## config.mk

```make
export PLATFORM = sky130hd
export DESIGN_NAME = vpd_cap
export DESIGN_NICKNAME = d
export VERILOG_FILES = /design/src/rtl/vpd_pkg.sv /design/src/rtl/vpd_cfg_decode.sv /design/src/rtl/vpd_req_engine.sv /design/src/rtl/vpd_cap.sv
export SDC_FILE = /design/constraint.sdc
export NUM_CORES = 1
export LEC_CHECK = 0
export ABC_AREA = 1
export BUFFER_PORTS_ARGS = -buffer_cell sky130_fd_sc_hd__buf_2
export CAP_MARGIN = 20
export CORE_MARGIN = 2
export CORE_UTILIZATION = 25
export CTS_CLUSTER_DIAMETER = 120
export DETAILED_ROUTE_END_ITERATION = 10
export PLACE_DENSITY_LB_ADDON = 0.05
export SLEW_MARGIN = 25
export SYNTH_ARGS = -nofsm -noshare
export SYNTH_HDL_FRONTEND = slang
export SYNTH_HIERARCHICAL = 1
export SYNTH_SLANG_ARGS = --single-unit
```

## constraint.sdc

```tcl
create_clock -name clk -period 2 [get_ports clk]
set_input_delay 0.1 -clock clk [delete_from_list [all_inputs] [get_ports clk]]
set_output_delay 0.1 -clock clk [all_outputs]
set_load 0.005 [all_outputs]
```

## src/rtl/vpd_pkg.sv

```systemverilog
package vpd_pkg;
    localparam int          DATA_W       = 32;
    localparam int          ADDR_FW      = 15;
    localparam logic [7:0]  CAP_ID_VPD   = 8'h03;
    localparam logic [7:0]  CAP_NEXT_END = 8'h00;
    localparam logic [2:0]  EE_DEV_ADDR  = 3'd0;
endpackage

```

## src/rtl/vpd_cfg_decode.sv

```systemverilog
module vpd_cfg_decode #(
    parameter int         CFG_AW   = 6,
    parameter logic [7:0] CAP_BASE = 8'hA0
) (
    input  logic              cfg_wr,
    input  logic              cfg_rd,
    input  logic [CFG_AW-1:0] cfg_addr,
    input  logic              autoload_busy,
    output logic              hdr_wr,
    output logic              dat_wr,
    output logic              hdr_rd,
    output logic              dat_rd
);
    localparam logic [CFG_AW-1:0] HDR_IDX = CFG_AW'(CAP_BASE >> 2);
    localparam logic [CFG_AW-1:0] DAT_IDX = HDR_IDX + 1'b1;

    logic open_q;
    logic hit_hdr, hit_dat;

    always_comb begin
        open_q  = ~autoload_busy;
        hit_hdr = (cfg_addr == HDR_IDX);
        hit_dat = (cfg_addr == DAT_IDX);
        hdr_wr  = open_q & cfg_wr & hit_hdr;
        dat_wr  = open_q & cfg_wr & hit_dat;
        hdr_rd  = open_q & cfg_rd & hit_hdr;
        dat_rd  = open_q & cfg_rd & hit_dat;
    end
endmodule

```

## src/rtl/vpd_req_engine.sv

```systemverilog
module vpd_req_engine import vpd_pkg::*; #(
    parameter int EAW = 8
) (
    input  logic              clk,
    input  logic              rst_n,
    input  logic              start,
    input  logic              start_we,
    input  logic [EAW-1:0]    start_addr,
    input  logic [DATA_W-1:0] start_wdata,
    input  logic              ee_ack,
    output logic              ee_req,
    output logic              ee_we,
    output logic [EAW-1:0]    ee_addr,
    output logic [DATA_W-1:0] ee_wdata,
    output logic              done
);
    typedef struct packed {
        logic              active;
        logic              we;
        logic [EAW-1:0]    addr;
        logic [DATA_W-1:0] wdata;
    } eng_t;

    eng_t eng_d, eng_q;

    always_comb begin
        eng_d = eng_q;
        if (eng_q.active) begin
            if (ee_ack) eng_d.active = 1'b0;
        end else if (start) begin
            eng_d.active = 1'b1;
            eng_d.we     = start_we;
            eng_d.addr   = start_addr;
            eng_d.wdata  = start_wdata;
        end
    end

    always_ff @(posedge clk or negedge rst_n) begin
        if (!rst_n) eng_q <= '0;
        else        eng_q <= eng_d;
    end

    assign ee_req   = eng_q.active;
    assign ee_we    = eng_q.we;
    assign ee_addr  = eng_q.addr;
    assign ee_wdata = eng_q.wdata;
    assign done     = eng_q.active & ee_ack;
endmodule

```

## src/rtl/vpd_cap.sv

```systemverilog
module vpd_cap import vpd_pkg::*; #(
    parameter int         VPD_BYTES = 224,
    parameter int         CFG_AW    = 6,
    parameter logic [7:0] CAP_BASE  = 8'hA0
) (
    input  logic                         clk,
    input  logic                         rst_n,
    input  logic                         autoload_busy,
    input  logic                         cfg_wr,
    input  logic                         cfg_rd,
    input  logic [CFG_AW-1:0]            cfg_addr,
    input  logic [3:0]                   cfg_be,
    input  logic [DATA_W-1:0]            cfg_wdata,
    output logic [DATA_W-1:0]            cfg_rdata,
    output logic                         ee_req,
    output logic                         ee_we,
    output logic [2:0]                   ee_dev,
    output logic [$clog2(VPD_BYTES)-1:0] ee_addr,
    output logic [DATA_W-1:0]            ee_wdata,
    input  logic                         ee_ack,
    input  logic [DATA_W-1:0]            ee_rdata
);
    localparam int EAW   = $clog2(VPD_BYTES);
    localparam int LANES = DATA_W / 8;

    typedef struct packed {
        logic               flag;
        logic [ADDR_FW-1:0] addr;
        logic [DATA_W-1:0]  data;
        logic [DATA_W-1:0]  rdata;
    } cap_t;

    cap_t cap_d, cap_q;

    logic hdr_wr, dat_wr, hdr_rd, dat_rd;
    logic busy, done, launch, in_range;
    logic [ADDR_FW-1:0] cand_addr;
    logic flag_q;

    vpd_cfg_decode #(.CFG_AW(CFG_AW), .CAP_BASE(CAP_BASE)) dec_i (
        .cfg_wr        (cfg_wr),
        .cfg_rd        (cfg_rd),
        .cfg_addr      (cfg_addr),
        .autoload_busy (autoload_busy),
        .hdr_wr        (hdr_wr),
        .dat_wr        (dat_wr),
        .hdr_rd        (hdr_rd),
        .dat_rd        (dat_rd)
    );

    // Candidate address: lane 3 carries bits 14:8, lane 2 optionally bits 7:0
    always_comb begin
        cand_addr = {cfg_wdata[30:24], cfg_be[2] ? cfg_wdata[23:16] : cap_q.addr[7:0]};
        in_range  = (32'(cand_addr) < VPD_BYTES);
        launch    = hdr_wr & cfg_be[3] & ~busy & in_range;
    end

    vpd_req_engine #(.EAW(EAW)) eng_i (
        .clk         (clk),
        .rst_n       (rst_n),
        .start       (launch),
        .start_we    (cfg_wdata[31]),
        .start_addr  (cand_addr[EAW-1:0]),
        .start_wdata (cap_q.data),
        .ee_ack      (ee_ack),
        .ee_req      (ee_req),
        .ee_we       (ee_we),
        .ee_addr     (ee_addr),
        .ee_wdata    (ee_wdata),
        .done        (done)
    );

    assign busy = ee_req;

    always_comb begin
        cap_d       = cap_q;
        cap_d.rdata = '0;
        if (launch) begin
            cap_d.addr = cand_addr;
            cap_d.flag = cfg_wdata[31];
        end
        if (dat_wr && !busy) begin
            for (int b = 0; b < LANES; b++) begin
                if (cfg_be[b]) cap_d.data[8*b +: 8] = cfg_wdata[8*b +: 8];
            end
        end
        if (done) begin
            if (ee_we) begin
                cap_d.flag = 1'b0;
            end else begin
                cap_d.flag = 1'b1;
                cap_d.data = ee_rdata;
            end
        end
        if (hdr_rd)      cap_d.rdata = {cap_q.flag, cap_q.addr, CAP_NEXT_END, CAP_ID_VPD};
        else if (dat_rd) cap_d.rdata = cap_q.data;
    end

    always_ff @(posedge clk or negedge rst_n) begin
        if (!rst_n) cap_q <= '0;
        else        cap_q <= cap_d;
    end

    assign cfg_rdata = cap_q.rdata;
    assign ee_dev    = EE_DEV_ADDR;
    assign flag_q    = cap_q.flag;
endmodule

```

After elaboration in Yosys (flattened, before gate mapping) --
Index checks and enable logic that the tools add are counted.
Operators by class: bitwise gates (word level) 12, reduce and logical (&&, ||, !) cells 4, order comparisons 1, mux-type cells 16, equal/unequal tests 2
Operators by type and width (count):
- $mux 32 | 5
- $mux 42 | 1
- $mux 8 | 5
- $mux 16 | 1
- $lt 15x8->1 const B | 1
- $eq 6x6->1 const B | 2
- $and 1x1->1 | 10
- $mux 1 | 4
- $not 1->1 | 2
- $reduce_and 2->1 | 1
- $reduce_bool 2->1 | 1
- $logic_and 1x1->1 | 1
- $logic_not 1->1 | 1
Word-level totals: logic and storage cells 43, output and inout bits 77, input port bits 80, flip-flop bits (word level) 122

Longest topological paths before layout --
depth in word-level cells 8, mapped depth 14, gate-level depth less buffers 11

Cells and area by module --
Netlist, hierarchy kept.
By module, submodules not included:
- vpd_cap | cells an instance 431, instances 1, area each 3677.3 µm²
- vpd_req_engine | cells an instance 183, instances 1, area each 1689.1 µm²
- vpd_cfg_decode | cells an instance 15, instances 1, area each 61.3 µm²

Least setup slack after synthesis --
No wires, ideal clock.
path type flip-flop to flip-flop, start point register eng_i.eng_q, in the netlist eng_i/ee_req, end point register eng_i.eng_q, in the netlist eng_i/ee_we, cell stages (with the launch flop) 12, setup time 117 ps, clock period less this slack 1602 ps, data required time 1883 ps, arrival 1485 ps, slack 398 ps, cells stage by stage dfrtp_1 > inv_1 > nand3_1 > nor2_4 > nand2_4 > inv_4 > buf_6 > buf_4 > nand2_4 > buf_6 > nand2_1 > nand2_1
On the way: cells in the longest elaborated chain, start to end 4
RTL lines:
- start: declaration | line vpd_req_engine.sv:24 | eng_t eng_d, eng_q;
- start signal: assignment | line vpd_req_engine.sv:40 | else eng_q <= eng_d;
- $not 1->1 (no source line)
- $and 1x1->1 (2 in series) | line vpd_cap.sv:55 | launch = hdr_wr & cfg_be[3] & ~busy & in_range;
- named net launch | line vpd_cap.sv:36 | logic busy, done, launch, in_range;
- $reduce_and 2->1 (no source line)
The timed path passes the listed nets, and every way through them passes these cells. A chain may end at the register's enable or synchronous reset.

Worst setup path in the final report --
start point input port cfg_wdata[25], end point register eng_i.eng_q, in the netlist eng_i/ee_addr[3]
On the way: cells in the longest elaborated chain, start to end 3
RTL lines:
- start: declaration | line vpd_cap.sv:13 | input logic [DATA_W-1:0] cfg_wdata,
- $lt 15x8->1 | line vpd_cap.sv:54 | in_range = (32'(cand_addr) < VPD_BYTES);
- $and 1x1->1 | line vpd_cap.sv:55
- $reduce_and 2->1 (no source line)
No other way between the ends.

==> results.md <==
* Reg2Reg Depth at 9
* Final Slew Violations at 0
* Peak Freq at 575.4 MHz
* Critical path depth in cells at 11
* Hold Crit Class: in -> reg
* Global-route wire length before repair at between 20 and 30 mm
* FF-to-FF setup slack at about 0.29 ns
* Pre-CTS WS at 0.2043 ns
* Setup bufs post-CTS at 0
* Overall global routing resource usage at 16.14%
* Setup crit start: cfg_wdata[25]
* EDFF count, synth at 0
* Drt first-iter violations at 298
* Filler cells at roughly 2200
* Share of layout cells above drive strength 1 at a little over a quarter
* Post-synth top flop: dfrtp_1
* CP peak stage delay at 0.53 ns
* Synthesis Warnings at 6
* TritonCTS clock tree: built
* Combinational Power Share at 6.4%
* Internal power at 0.004845 W
* Yosys reg bits at 122
* Initial antenna violation count at 0
* Net Switching at 0.001355 W
* R2R Path End: eng_i/ee_addr[3]
* Flop pwr share at 42.6%
* Tmin final at 1.738 ns
* RR Startpoint: eng_i/ee_req
* Hold Violations, Final at 0
* # DRC at 0
* Die width at roughly 150 um
* # setup viols final at 0
* Count of max-cap constraint violations at 0
* WL final at 17.68 mm
* RSZ-0062 raised after global routing: no
* DR vias/cell at about 4.3
* Crit-path max FO at 20
* Status: finished, final reports clean
* Worst path slowest cell: dlygate4sd3_1
* WP data arrival at 2.04 ns
* Layout Area Growth over Synthesis at 37.76%
* Die area at 22910 um2
* Vias at ~4700
* Crit share post-route at 86.90%
* Clock power frac at 51.0%
* Peak VDD IR at 0.0003835 V
* Multi-input logic area at 1764 um2
* Clock transition at path regs at 0.05 ns
* CP Cell Sequence: dlygate4sd3_1, buf_2, nor2_1, nand3_1, nor2_4, nand2_4, inv_4, nand2_4, buf_4, nand2_1, nand2_1
* Count leader, synth: nand2_1
* Pin count of the biggest net entering global routing at 64
* Sw frac at 21.86%
* Clk buf depth at 2
* Worst Setup Start Kind: input pin
* CP Data Required Time at 2.30 ns
* Top cells by area, synth: dfrtp_1, nand2_1, nand3_1
* Gpl congestion at 0.7685
* CTS H-Tree Depth at 4
* Setup Skew at 0.01009 ns
* Core ar. at 21150 um2
* Number of global-route vias before repair at about 5000
* Cell taking the most area after synthesis: dfrtp_1
* Cell variety after synth at 21
* Setup_tns at 0 ns
* Critical path capture point type: flip-flop
* CP endpoint: eng_i/ee_addr[3]
* Async S/R FF share, synth at 100.0%
* Top cells by count, synth: nand2_1, dfrtp_1, nand3_1
* Inserted Clock Buffers at 17
* Initial Util at 25.66%
* Detailed Routing Iterations Pass 1 at 4
* Num rows at 53
* Die height at 151.3 um
* PwrDens at 829.3 nW/um2
* Register Area at around 3000 um2
* Leakage at slightly above 4 nW
* Cells after synthesis at around 630
* Mapped Area at 5428 um2
* Clock latency on the worst-skew pair at 0.41 ns
* Diode count at 0
* IO buf count at 153
* Cell at the root of the clock tree: clkbuf_16
* Share of the synthesized area in the top cell type at 56.25%
* Antenna-violating nets left at 0
* Crit-path leading delay family: buffers and inverters
* Sequential-to-total area share from yosys stat at between 50% and 60%
* Crit Path Class: in -> reg
* Buf+Inv Stages, Crit Path at 4
* Clk sink count at approximately 120
* DR WL/cell at 16.08 um
* Nets at between 800 and 900
* Final setup margin at between 0.2 and 0.3 ns
* Syn_area_per_cell at 8.629 um2
* # IOs at 157
* HPWL Detailed at approximately 12 mm
* Congestion Overflow GR at 0
worst reg2reg max path, cell delays in order (launching register included):
cell and delay, ns:
dfrtp_1 0.43, inv_1 0.09, nand3_1 0.14, nor2_4 0.16, nand2_4 0.12, inv_4 0.14, nand2_4 0.18, buf_4 0.23
nand2_1 0.06, nand2_1 0.05
per-stage QoR:
stage / total power, W / std cells / hold WS, ns / util [%] / instance area (um2)
floorplan: 0.002784 / 631 / -0.1956 / - / 5435
finish: 0.006201 / 1100 / 0.06087 / 35.35 / 7477
global route: 0.006470 / 1100 / 0.06506 / 35.35 / 7477
global placement: 0.002996 / 1010 / -0.009915 / 29.73 / 6289
CTS: 0.006298 / 1100 / 0.03834 / 35.35 / 7477
detailed placement: 0.002994 / 1010 / 0.001674 / 29.73 / 6289
how the worst min path moves through the flow:
stage	start	endpoint	slack [ns]	depth (start not counted)
2_1_floorplan	rst_n	cap_q[32]	-0.20	0
3_3_place_gp	rst_n	eng_i/ee_addr[0]	-0.01	1
3_5_place_dp	rst_n	cap_q[49]	0.002	1
4_1_cts	cfg_be[0]	cap_q[39]	0.04	3
5_1_grt	cfg_be[0]	cap_q[37]	0.07	3
6_report	cfg_be[0]	cap_q[39]	0.06	3
sequential cells by signal, summed over array words and instances, names as in the netlist:
register        flops
cap_q              47
cfg_rdata          32
eng_i/ee_wdata     32
eng_i/ee_addr       8
eng_i/ee_req        1
eng_i/ee_we         1
flag_q              1
cells by family after synthesis:
logic type             share of synthesized area (%)
AO/OA/AOI/OAI                                  6.362
flip-flops                                     56.25
buffers and inverters                          11.48
AND/OR/NAND/NOR                                25.84
other                                        0.06909
final cells by class:
class | count | share of cell area (%)
timing repair buffer | 232 | 20.65
clock buffer | 25 | 6.627
tap | 275 | 4.602
sequential | 122 | 40.83
multi-input combinational | 396 | 23.59
clock inverter | 7 | 1.506
inverter | 43 | 2.192
layout by cell type (no fill, tap or decap), types with 2 or more instances in the layout:
master,count
nor2_2,6
dlygate4sd3_1,58
clkbuf_1,4
clkinv_2,3
nand2_1,181
nand2_4,2
conb_1,3
clkbuf_8,4
buf_2,152
a31oi_1,24
dfrtp_1,122
nand3_2,2
nor2_1,52
inv_1,38
bufinv_16,3
o22ai_1,8
clkbuf_16,17
nand3_1,86
buf_4,19
inv_2,4
buf_12,3
o21ai_0,28
layer usage:
layer	share of wire (%)	up-vias	global-route usage, %	routed length (um)
li1	-	2349	-	-
met2	46	126	24.93	8139
met5	0	-	0	0
met3	4.3	12	3.102	752
met1	49	2209	22.96	8635
met4	0.89	0	4.673	157
repair_timing:
action | CTS | global route
endpoints found under the hold margin | 156 | 0
gates resized for setup | 0 | 0
hold buffers | 58 | 0
power by group through the flow:
stage	combinational (W)	clock (W)	sequential, W
finish	0.000394	0.00316	0.00264
global route	0.000450	0.00336	0.00266
CTS	0.000400	0.00325	0.00264
detailed placement	0.000308	0	0.00269
global placement	0.000307	0	0.00269
floorplan	0.000135	0	0.00265
Note: power is estimated with default switching activity, not from simulation.
